File: config.mk
export PLATFORM = sky130hd
export DESIGN_NAME = pwm_bank
export DESIGN_NICKNAME = d
export VERILOG_FILES = /design/src/rtl/pwm_pkg.sv /design/src/rtl/pwm_addr_dec.sv /design/src/rtl/pwm_channel.sv /design/src/rtl/pwm_bank.sv
export SDC_FILE = /design/constraint.sdc
export NUM_CORES = 2
export LEC_CHECK = 0
export BUFFER_PORTS_ARGS = -buffer_cell sky130_fd_sc_hd__buf_2
export CORE_ASPECT_RATIO = 0.5
export CORE_MARGIN = 8
export CORE_UTILIZATION = 69
export CTS_CLUSTER_DIAMETER = 200
export CTS_CLUSTER_SIZE = 40
export DETAILED_ROUTE_END_ITERATION = 7
export PLACE_DENSITY_LB_ADDON = 0.12
export SETUP_SLACK_MARGIN = 0.3
export SKIP_CTS_REPAIR_TIMING = 1
export SLEW_MARGIN = 0
export SYNTH_ARGS = -nofsm -noshare
export SYNTH_HDL_FRONTEND = slang
export SYNTH_SLANG_ARGS = --single-unit
File: constraint.sdc
create_clock -name clk -period 7.4 [get_ports clk]
set_input_delay 0.74 -clock clk [delete_from_list [all_inputs] [get_ports clk]]
set_output_delay 0.74 -clock clk [all_outputs]
set_load 0.05 [all_outputs]
File: src/rtl/pwm_pkg.sv
`timescale 1ns/1ps
package pwm_pkg;
    localparam int CTRL_START = 0;
    localparam int CTRL_UPD   = 2;
    localparam int CTRL_CONT  = 5;
    localparam int CTRL_FPLVL = 8;

    localparam logic [2:0] REG_CTRL = 3'd0;
    localparam logic [2:0] REG_PER  = 3'd2;
    localparam logic [2:0] REG_DUTY = 3'd3;

    typedef enum logic [1:0] {
        CH_STOPPED = 2'd0,
        CH_RUNNING = 2'd1,
        CH_ARMED   = 2'd2
    } ch_state_e;
endpackage

File: src/rtl/pwm_addr_dec.sv
`timescale 1ns/1ps
module pwm_addr_dec
    import pwm_pkg::*;
#(
    parameter int NUM_CH = 6,
    parameter int ADDR_W = 6
) (
    input  logic              wr_en,
    input  logic [ADDR_W-1:0] addr,
    output logic              in_window,
    output logic [ADDR_W-4:0] sel_ch,
    output logic [2:0]        sel_reg,
    output logic [NUM_CH-1:0] wr_ctrl,
    output logic [NUM_CH-1:0] wr_per,
    output logic [NUM_CH-1:0] wr_duty
);
    localparam int SEL_W = ADDR_W - 3;
    localparam logic [ADDR_W-1:0] WIN_END = ADDR_W'((NUM_CH - 1) * 8 + 4);

    assign sel_ch    = addr[ADDR_W-1:3];
    assign sel_reg   = addr[2:0];
    assign in_window = addr < WIN_END;

    for (genvar g = 0; g < NUM_CH; g++) begin : g_strobe
        logic hit;
        assign hit        = wr_en && in_window && (sel_ch == SEL_W'(g));
        assign wr_ctrl[g] = hit && (sel_reg == REG_CTRL);
        assign wr_per[g]  = hit && (sel_reg == REG_PER);
        assign wr_duty[g] = hit && (sel_reg == REG_DUTY);
    end
endmodule

File: src/rtl/pwm_channel.sv
`timescale 1ns/1ps
module pwm_channel
    import pwm_pkg::*;
#(
    parameter int DATA_W = 32,
    parameter int CNT_W  = 32
) (
    input  logic              clk,
    input  logic              rst_n,
    input  logic              wr_ctrl,
    input  logic              wr_per,
    input  logic              wr_duty,
    input  logic [DATA_W-1:0] wdata,
    output logic [DATA_W-1:0] ctrl_rd,
    output logic [DATA_W-1:0] per_rd,
    output logic [DATA_W-1:0] duty_rd,
    output logic              pwm_o
);
    ch_state_e        state_q, state_d;
    logic             sh_cont, sh_fplvl;
    logic [CNT_W-1:0] sh_per, sh_duty;
    logic [CNT_W-1:0] pd_per, pd_duty;
    logic             pd_fplvl;
    logic [CNT_W-1:0] ac_per, ac_duty;
    logic             ac_fplvl;
    logic [CNT_W-1:0] cnt_q;
    logic             upd, go, boundary, load_idle, load_wrap;
    logic             unused_wdata;

    assign unused_wdata = ^wdata;
    assign upd       = wr_ctrl && wdata[CTRL_UPD];
    assign go        = wr_ctrl && wdata[CTRL_START] && wdata[CTRL_CONT];
    assign boundary  = (ac_per == '0) || (cnt_q == (ac_per - CNT_W'(1)));
    assign load_idle = (state_q == CH_STOPPED) && upd;
    assign load_wrap = (state_q == CH_ARMED) && boundary;

    // next-state logic
    always_comb begin
        state_d = state_q;
        unique case (state_q)
            CH_STOPPED: if (go) state_d = CH_RUNNING;
            CH_RUNNING: if (upd) state_d = CH_ARMED;
            CH_ARMED:   if (boundary && !upd) state_d = CH_RUNNING;
            default:    state_d = CH_STOPPED;
        endcase
    end

    always_ff @(posedge clk) begin
        if (!rst_n) state_q <= CH_STOPPED;
        else        state_q <= state_d;
    end

    // shadow, pending and active register sets plus the period counter
    always_ff @(posedge clk) begin
        if (!rst_n) begin
            sh_cont  <= 1'b0;
            sh_fplvl <= 1'b0;
            sh_per   <= '0;
            sh_duty  <= '0;
            pd_per   <= '0;
            pd_duty  <= '0;
            pd_fplvl <= 1'b0;
            ac_per   <= '0;
            ac_duty  <= '0;
            ac_fplvl <= 1'b0;
            cnt_q    <= '0;
        end else begin
            if (wr_ctrl) begin
                sh_cont  <= wdata[CTRL_CONT];
                sh_fplvl <= wdata[CTRL_FPLVL];
            end
            if (wr_per)  sh_per  <= wdata[CNT_W-1:0];
            if (wr_duty) sh_duty <= wdata[CNT_W-1:0];
            if (upd) begin
                pd_per   <= sh_per;
                pd_duty  <= sh_duty;
                pd_fplvl <= wdata[CTRL_FPLVL];
            end
            if (load_idle) begin
                ac_per   <= sh_per;
                ac_duty  <= sh_duty;
                ac_fplvl <= wdata[CTRL_FPLVL];
            end else if (load_wrap) begin
                ac_per   <= pd_per;
                ac_duty  <= pd_duty;
                ac_fplvl <= pd_fplvl;
            end
            if (state_q == CH_STOPPED || boundary) cnt_q <= '0;
            else                                   cnt_q <= cnt_q + CNT_W'(1);
        end
    end

    // outputs
    always_comb begin
        ctrl_rd             = '0;
        ctrl_rd[CTRL_START] = (state_q != CH_STOPPED);
        ctrl_rd[CTRL_CONT]  = sh_cont;
        ctrl_rd[CTRL_FPLVL] = sh_fplvl;
        unique case (state_q)
            CH_RUNNING, CH_ARMED: begin
                if (ac_per == '0)          pwm_o = !ac_fplvl;
                else if (cnt_q < ac_duty)  pwm_o = ac_fplvl;
                else                       pwm_o = !ac_fplvl;
            end
            default: pwm_o = 1'b0;
        endcase
    end

    assign per_rd  = DATA_W'(sh_per);
    assign duty_rd = DATA_W'(sh_duty);

    assert_stopped_low_R5: assert property (@(posedge clk) disable iff (!rst_n)
        (state_q == CH_STOPPED) |-> !pwm_o);
    assert_idle_commit_R5: assert property (@(posedge clk) disable iff (!rst_n)
        (state_q == CH_STOPPED && upd) |=> (ac_per == $past(sh_per)) && (ac_duty == $past(sh_duty)));
    assert_start_sticky_R6: assert property (@(posedge clk) disable iff (!rst_n)
        (state_q != CH_STOPPED) |=> (state_q != CH_STOPPED));
    assert_count_in_period_R7: assert property (@(posedge clk) disable iff (!rst_n)
        (state_q != CH_STOPPED && ac_per != '0) |-> (cnt_q < ac_per));
    assert_hold_midperiod_R10: assert property (@(posedge clk) disable iff (!rst_n)
        (state_q != CH_STOPPED && !boundary) |=> ($stable(ac_per) && $stable(ac_duty) && $stable(ac_fplvl)));
    assert_arm_on_update_R10: assert property (@(posedge clk) disable iff (!rst_n)
        (state_q == CH_RUNNING && upd) |=> (state_q == CH_ARMED));
endmodule

File: src/rtl/pwm_bank.sv
`timescale 1ns/1ps
module pwm_bank
    import pwm_pkg::*;
#(
    parameter int NUM_CH = 6,
    parameter int ADDR_W = 6,
    parameter int DATA_W = 32,
    parameter int CNT_W  = 32
) (
    input  logic              clk,
    input  logic              rst_n,
    input  logic              wr_en,
    input  logic              rd_en,
    input  logic [ADDR_W-1:0] addr,
    input  logic [DATA_W-1:0] wdata,
    output logic [DATA_W-1:0] rdata,
    output logic [NUM_CH-1:0] pwm_out
);
    localparam int SEL_W = ADDR_W - 3;

    logic              in_window;
    logic [SEL_W-1:0]  sel_ch;
    logic [2:0]        sel_reg;
    logic [NUM_CH-1:0] wr_ctrl, wr_per, wr_duty;
    logic [DATA_W-1:0] ctrl_rd [NUM_CH];
    logic [DATA_W-1:0] per_rd  [NUM_CH];
    logic [DATA_W-1:0] duty_rd [NUM_CH];
    logic [DATA_W-1:0] rdata_q;

    pwm_addr_dec #(.NUM_CH(NUM_CH), .ADDR_W(ADDR_W)) u_dec (
        .wr_en     (wr_en),
        .addr      (addr),
        .in_window (in_window),
        .sel_ch    (sel_ch),
        .sel_reg   (sel_reg),
        .wr_ctrl   (wr_ctrl),
        .wr_per    (wr_per),
        .wr_duty   (wr_duty)
    );

    for (genvar c = 0; c < NUM_CH; c++) begin : g_ch
        pwm_channel #(.DATA_W(DATA_W), .CNT_W(CNT_W)) u_ch (
            .clk     (clk),
            .rst_n   (rst_n),
            .wr_ctrl (wr_ctrl[c]),
            .wr_per  (wr_per[c]),
            .wr_duty (wr_duty[c]),
            .wdata   (wdata),
            .ctrl_rd (ctrl_rd[c]),
            .per_rd  (per_rd[c]),
            .duty_rd (duty_rd[c]),
            .pwm_o   (pwm_out[c])
        );
    end

    always_ff @(posedge clk) begin
        if (!rst_n) begin
            rdata_q <= '0;
        end else if (rd_en) begin
            if (!in_window) begin
                rdata_q <= '0;
            end else begin
                case (sel_reg)
                    REG_CTRL: rdata_q <= ctrl_rd[sel_ch];
                    REG_PER:  rdata_q <= per_rd[sel_ch];
                    REG_DUTY: rdata_q <= duty_rd[sel_ch];
                    default:  rdata_q <= '0;
                endcase
            end
        end
    end

    assign rdata = rdata_q;

    assert_oob_read_zero_R3: assert property (@(posedge clk) disable iff (!rst_n)
        (rd_en && !in_window) |=> (rdata == '0));
    assert_single_target_R1: assert property (@(posedge clk) disable iff (!rst_n)
        $onehot0({wr_ctrl, wr_per, wr_duty}));
    assert_oob_write_dropped_R3: assert property (@(posedge clk) disable iff (!rst_n)
        (wr_en && !in_window) |-> ({wr_ctrl, wr_per, wr_duty} == '0));
endmodule

# Yosys cells after proc, flatten, opt, wreduce, memory -nomap -nowiden
# Index checks and enable logic that the tools add are counted.
# classes
mul	0
bitwise	2
reduce_logical	129
n_lt_le_gt_ge	8
n_eq_ne	43
n_div	0
n_addsub	12
shift	0
n_mux	89
# op_table
op	count
2-to-1 mux 32 bit	31
binary-select mux 32 bit (select 3 bit)	3
adder 32 x 1 -> 32 bit, second input constant	6
== test 32 bit	6
logical NOT 32 bit	6
< comparator 32 bit	6
subtractor 32 x 1 -> 32 bit, second input constant	6
case mux 32 bit (3 select lines)	1
logical AND 1 bit	61
2-to-1 mux 2 bit	18
case mux 2 bit (3 select lines)	6
2-to-1 mux 1 bit	30
!= test 2 x 1 -> 1 bit, second input constant	12
nonzero test 2 bit	12
OR reduction 2 bit	12
AND reduction 3 bit	6
== test 2 x 1 -> 1 bit, second input constant	6
== test 2 bit, second input constant	6
== test 3 x 2 -> 1 bit, second input constant	4
logical NOT 1 bit	12
logical NOT 2 bit	6
logical OR 1 bit	12
!= test 2 bit, second input constant	6
== test 3 bit, second input constant	2
other kinds (6)	7
# totals
regBits	1412
n_memories	0
latchBits	0
output_inout_bits	38
ramBits	0
romBits	0
input_bits	42
word_cells	356

# Depth between registers and ports, before layout
# logic_depth
word_depth	9
mapped_depth	14
depth_no_buf	11

# Cells and area by module
# Synthesis repeated with hierarchy kept, for this count alone.
# unflattened
cells_unflattened	8917
area_unflattened_um2	76295.7
# modules_own_cells
mod	seq_area_each_um2	area_each_um2	n_inst	cells_per_inst
pwm_channel at g_ch[0].u_ch ...	4604.4	11706.2	4	1392
pwm_channel at g_ch[4].u_ch	4604.4	11831.3	1	1363
pwm_channel at g_ch[5].u_ch	4604.4	11651.2	1	1366
pwm_bank	640.6	5769.3	1	583
pwm_addr_dec	0.0	219.0	1	37

# Least setup slack after synthesis
# OpenSTA, ideal clock, no wires.
# synth_timing
path_kind	in2reg
startpoint	in addr[1]
endpoint	reg g_ch[5].u_ch.ac_duty[10]
t_required_ns	7.340
path_slack_ns	3.865
cell_stages	12
arrival_time_ns	3.474
setup_time_ns	0.060
n_path_buf	5
path_cell_list	clkbuf_1 or3_1 clkbuf_1 nor4_1 and2_0 clkbuf_1 nand2_1 nand2_1 o21bai_1 clkbuf_1 clkbuf_1 o221a_1
# synth_between
elab_chain_len	7
word_cells_on_any_way	9
cone_classes	order compare (1); mux (1); reduce/logical (7)
# synth_lines
item	line	text
start, declared	pwm_bank.sv:14	input logic [ADDR_W-1:0] addr,
< comparator 6 bit	pwm_addr_dec.sv:22	assign in_window = addr < WIN_END;
logical AND 1 bit (2 in a row)	pwm_addr_dec.sv:26	assign hit = wr_en && in_window && (sel_ch == SEL_W'(g));
logical AND 1 bit *	pwm_addr_dec.sv:27	assign wr_ctrl[g] = hit && (sel_reg == REG_CTRL);
logical AND 1 bit *	pwm_channel.sv:31	assign upd = wr_ctrl && wdata[CTRL_UPD];
logical AND 1 bit *	pwm_channel.sv:34	assign load_idle = (state_q == CH_STOPPED) && upd;
2-to-1 mux 32 bit / nonzero test 2 bit (equally long branches)	n/a	
end signal, assigned	pwm_channel.sv:81	ac_duty <= sh_duty;
end signal, assigned	pwm_channel.sv:85	ac_duty <= pd_duty;
end, declared	pwm_channel.sv:24	logic [CNT_W-1:0] ac_per, ac_duty;
# Every way passes the cells marked *; elsewhere a longest branch is shown, timed or not.
# A chain may end at the register's enable or synchronous reset.

# Worst setup path after layout
# layout_timing
startpoint	reg g_ch[5].u_ch.ac_per[0]
endpoint	out pwm_out[5]
# layout_between
elab_chain_len	3
# layout_lines
item	line	text
start, declared	pwm_channel.sv:24	
start signal, assigned	pwm_channel.sv:80	ac_per <= sh_per;
start signal, assigned	pwm_channel.sv:84	ac_per <= pd_per;
logical NOT 32 bit	pwm_channel.sv:101	if (ac_per == '0) pwm_o = !ac_fplvl;
2-to-1 mux 1 bit	pwm_channel.sv:101	
2-to-1 mux 1 bit	pwm_channel.sv:99	unique case (state_q)
end, declared	pwm_bank.sv:17	output logic [NUM_CH-1:0] pwm_out
# Every way passes these cells.

==> summary.md <==
| Metric | Value |
|---|---|
| Status | `complete, no violations` |
| DR pass1 iterations | `8` |
| CTS clk-pin slew, worst paths | `0.15 ns` |
| Largest net degree at the start of global routing | `127` |
| Site Rows | `83` |
| Type of the worst setup path | `reg2out` |
| Required time worst endpoint | `6.66 ns` |
| Fmax | `0.191 GHz` |
| CTS tree | `built` |
| Cells after Synth | `9070` |
| Post-synth cell types | `99` |
| Drt via density | `roughly 6.5` |
| Total core area | `103000 um^2` |
| DRC | `0` |
| DRT antenna net count | `0` |
| Hold slack | `0.458 ns` |
| CTS Sinks | `~1400` |
| Worst skew pair latency | `0.71 ns` |
| Worst Skew | `0.0457 ns` |
| CTS max path bufs | `3` |
| Combinational power share | `about 8%` |
| Die extent in x | `472 um` |
| Vias in the first global route | `57100` |
| Mapped Nets | `approximately 9300` |
| Fillers | `about 8400` |
| Hpwl dp | `163000 um` |
| Pleak | `26.7 nW` |
| Hold path cells | `2` |
| CTS root buf | `clkbuf_16` |
| Synthesized cell area | `71800 um^2` |
| Initial Util | `69.8%` |
| Slew Limit Fails | `0` |
| Die area | `115000 um^2` |
| Hold Fails Final Rpt | `0` |
| Post-synthesis sequential area ratio | `between 30% and 40%` |
| Antenna violations before repair | `27` |
| Synth-to-Final Area Change | `1.86%` |
| Final worst path period need | `5.23 ns` |
| Fin crit share | `70.7%` |
| Setup_tns | `0 ns` |
| Gr ovfl total | `0` |
| Worst setup EP type | `output pin` |
| EDFF count, synth | `0` |
| Slew headroom | `14.8%` |
| CTS HTree Levels | `2` |
| CP Max Fanout | `7` |
| NetSw | `0.00307 W` |
| Asr flop ratio synth | `0%` |
| Worst Max-Slew Pin Slew | `around 1.3 ns` |
| Syn avg cell area | `just under 8 um^2` |
| Final net count | `8833` |
| First-pass GRT wire length | `roughly 350000 um` |
| Power per cell area | `165 nW/um^2` |
| Crit path launch type | `flop` |
| Final setup violation count | `0` |
| Gr usage total | `37.6%` |
| Vias | `65200` |
| Seq pwr share | `a little under two thirds` |
| Synth Register Bits | `1412` |
| RSZ-0062 raised after global routing | `no` |
| I/O Pins | `80` |
| Maximum vdd drop | `0.185 mV` |
| Clock share of power | `approximately 28%` |
| Avg WL per Cell | `23.0 um` |
| Max_cap viols | `0` |
| Switch share | `25.4%` |
| Main synth FF type | `dfxtp_1` |
| Int Pwr | `0.00902 W` |
| TritonCTS buffer count | `slightly above 40` |
| Share of layout cells above drive strength 1 | `4.29%` |
| Gpl congestion | `roughly 1` |
| R2R depth | `12` |
| Synth Warn # | `0` |
| IO buf count | `79` |
| Starting DRC count in detailed routing | `around 10000` |
| Worst Hold Class | `reg2reg` |
| Arrival time worst endpoint | `4.49 ns` |
| Chip height | `244 um` |
| Routed wire length | `230000 um` |
flip-flops by register name, indices dropped and copies added (netlist names):
register,flops
g_ch.u_ch.ac_duty,192
g_ch.u_ch.ac_fplvl,6
g_ch.u_ch.ac_per,192
g_ch.u_ch.cnt_q,192
g_ch.u_ch.duty_rd,192
g_ch.u_ch.pd_duty,192
g_ch.u_ch.pd_fplvl,6
g_ch.u_ch.pd_per,192
g_ch.u_ch.per_rd,192
g_ch.u_ch.sh_cont,6
g_ch.u_ch.sh_fplvl,6
g_ch.u_ch.state_q,12
rdata,32
Yosys cell counts, types with 9 or more instances:
cell type,n,area (um^2)
nand2b_1,159,995
ha_1,216,2700
o31ai_1,22,165
or2_2,11,68.8
clkbuf_1,586,2200
a21o_1,82,616
o21ai_0,171,856
nor4_1,90,563
and2_1,21,131
mux4_2,68,1530
or4_1,49,368
nand2_1,1759,6600
nand4_1,86,538
o211ai_1,116,871
mux2i_1,266,2660
a31oi_1,28,175
nor3b_1,12,90.1
a211oi_1,61,458
buf_2,30,150
o22a_1,29,254
nand3_1,249,1250
xnor2_1,205,1800
nand3b_1,17,128
nor3_1,194,971
a221oi_1,12,105
o2111ai_1,9,78.8
and3_1,46,288
buf_4,21,158
nand4b_1,12,105
and4_1,20,175
buf_1,38,143
nor4b_1,10,87.6
dfxtp_1,1412,28300
nor2b_1,23,144
o21a_1,10,75.1
buf_6,20,225
a2111oi_0,74,648
o221a_1,125,1410
xor2_1,212,1860
nor2_1,860,3230
inv_1,259,972
or3_1,70,438
a21oi_1,1152,5770
cell families (layout without fill, tap and decap cells):
logic type	Yosys count	after routing	synth area share, %
AO/OA/AOI/OAI	1992	1992	17.2
XOR/XNOR	418	418	5.12
multiplexers	343	343	5.98
adder cells (fa/ha/maj)	216	216	3.76
other	0	23	0
buffers and inverters	957	464	5.37
flip-flops	1412	1412	39.4
AND/OR/NAND/NOR	3732	3732	23.2
worst paths after layout:
kind | startpoint | end | slack (ns)
setup / recovery | g_ch[5].u_ch.ac_per[0]$_SDFFE_PN0P_ | pwm_out[5] | 2.17
hold / removal | g_ch[4].u_ch.pd_per[1]$_SDFFE_PN0P_ | g_ch[4].u_ch.pd_per[1]$_SDFFE_PN0P_ | 0.46
setup reg to reg | g_ch[3].u_ch.ac_per[0]$_SDFFE_PN0P_ | g_ch[3].u_ch.ac_duty[3]$_SDFFE_PN0P_ | 2.59
hold reg to reg | g_ch[4].u_ch.pd_per[1]$_SDFFE_PN0P_ | g_ch[4].u_ch.pd_per[1]$_SDFFE_PN0P_ | 0.46
cells in the final DEF, fill, tap and decap left out, types with 77 or more instances in the layout:
cell / Yosys / layout
a21o_1: 82 / 81
a21oi_1: 1152 / 1152
buf_4: 21 / 77
dfxtp_1: 1412 / 1412
ha_1: 216 / 214
inv_1: 259 / 258
mux2i_1: 266 / 266
nand2_1: 1759 / 1746
nand2b_1: 159 / 158
nand3_1: 249 / 246
nand4_1: 86 / 86
nor2_1: 860 / 849
nor3_1: 194 / 192
nor4_1: 90 / 86
o211ai_1: 116 / 116
o21ai_0: 171 / 170
o221a_1: 125 / 125
xnor2_1: 205 / 205
xor2_1: 212 / 212
per-layer routing:
layer / up-vias / wire length (um) / part of all wire [%] / global-route usage [%]
li1: 30300 / - / - / -
met1: 30700 / 93300 / 41 / 52.7
met2: 3500 / 95200 / 41 / 54.9
met3: 627 / 30600 / 13 / 10.5
met4: 22 / 10900 / 4.8 / 15.0
met5: - / 146 / 0.063 / 0
critical path, cell delays in order, from the launching register on:
cell       delay, ns
dfxtp_1         0.41
inv_1           0.08
ha_1            0.25
or4b_1          0.63
nor4b_4         0.49
nand2_1         0.10
nor4_1          0.74
a2111oi_0       0.23
o21ai_0         0.23
mux2i_1         0.32
buf_2           0.32
through the flow:
| step | cell area [um^2] | util [%] | total power, W | worst slack, ns | std cells |
|---|---|---|---|---|---|
| 3_5_place_dp | 72000 | 69.9 | 0.00878 | 1.95 | 9934 |
| 4_1_cts | 73100 | 71.0 | 0.0120 | 2.20 | 9979 |
| 5_1_grt | 73100 | 71.0 | 0.0124 | 1.95 | 9986 |
| 3_3_place_gp | 72000 | 69.9 | 0.00877 | 1.98 | 9934 |
| 2_1_floorplan | 71800 | - | 0.00854 | 3.87 | 9070 |
| 6_report | 73100 | 71.1 | 0.0121 | 2.17 | 10000 |
power groups by stage:
stage               combinational [W]  sequential [W]  clock (W)
finish                       0.000977         0.00767    0.00344
global route                  0.00103         0.00768    0.00366
CTS                          0.000947         0.00767    0.00342
detailed placement           0.000947         0.00783          0
global placement             0.000937         0.00783          0
floorplan                    0.000731         0.00781          0
layout make-up:
cell class | count | area [um^2] | share of cell area (%)
clock buffers | 43 | 1080 | 1.47
flip-flops and latches | 1412 | 28300 | 38.6
clock inverters | 2 | 38.8 | 0.0530
multi-input cells | 6701 | 39900 | 54.6
repair buffers | 157 | 1020 | 1.40
well taps | 1402 | 1750 | 2.40
inverters | 262 | 991 | 1.35
diodes | 23 | 57.6 | 0.0787
Note: power is estimated with default switching activity, not from simulation.
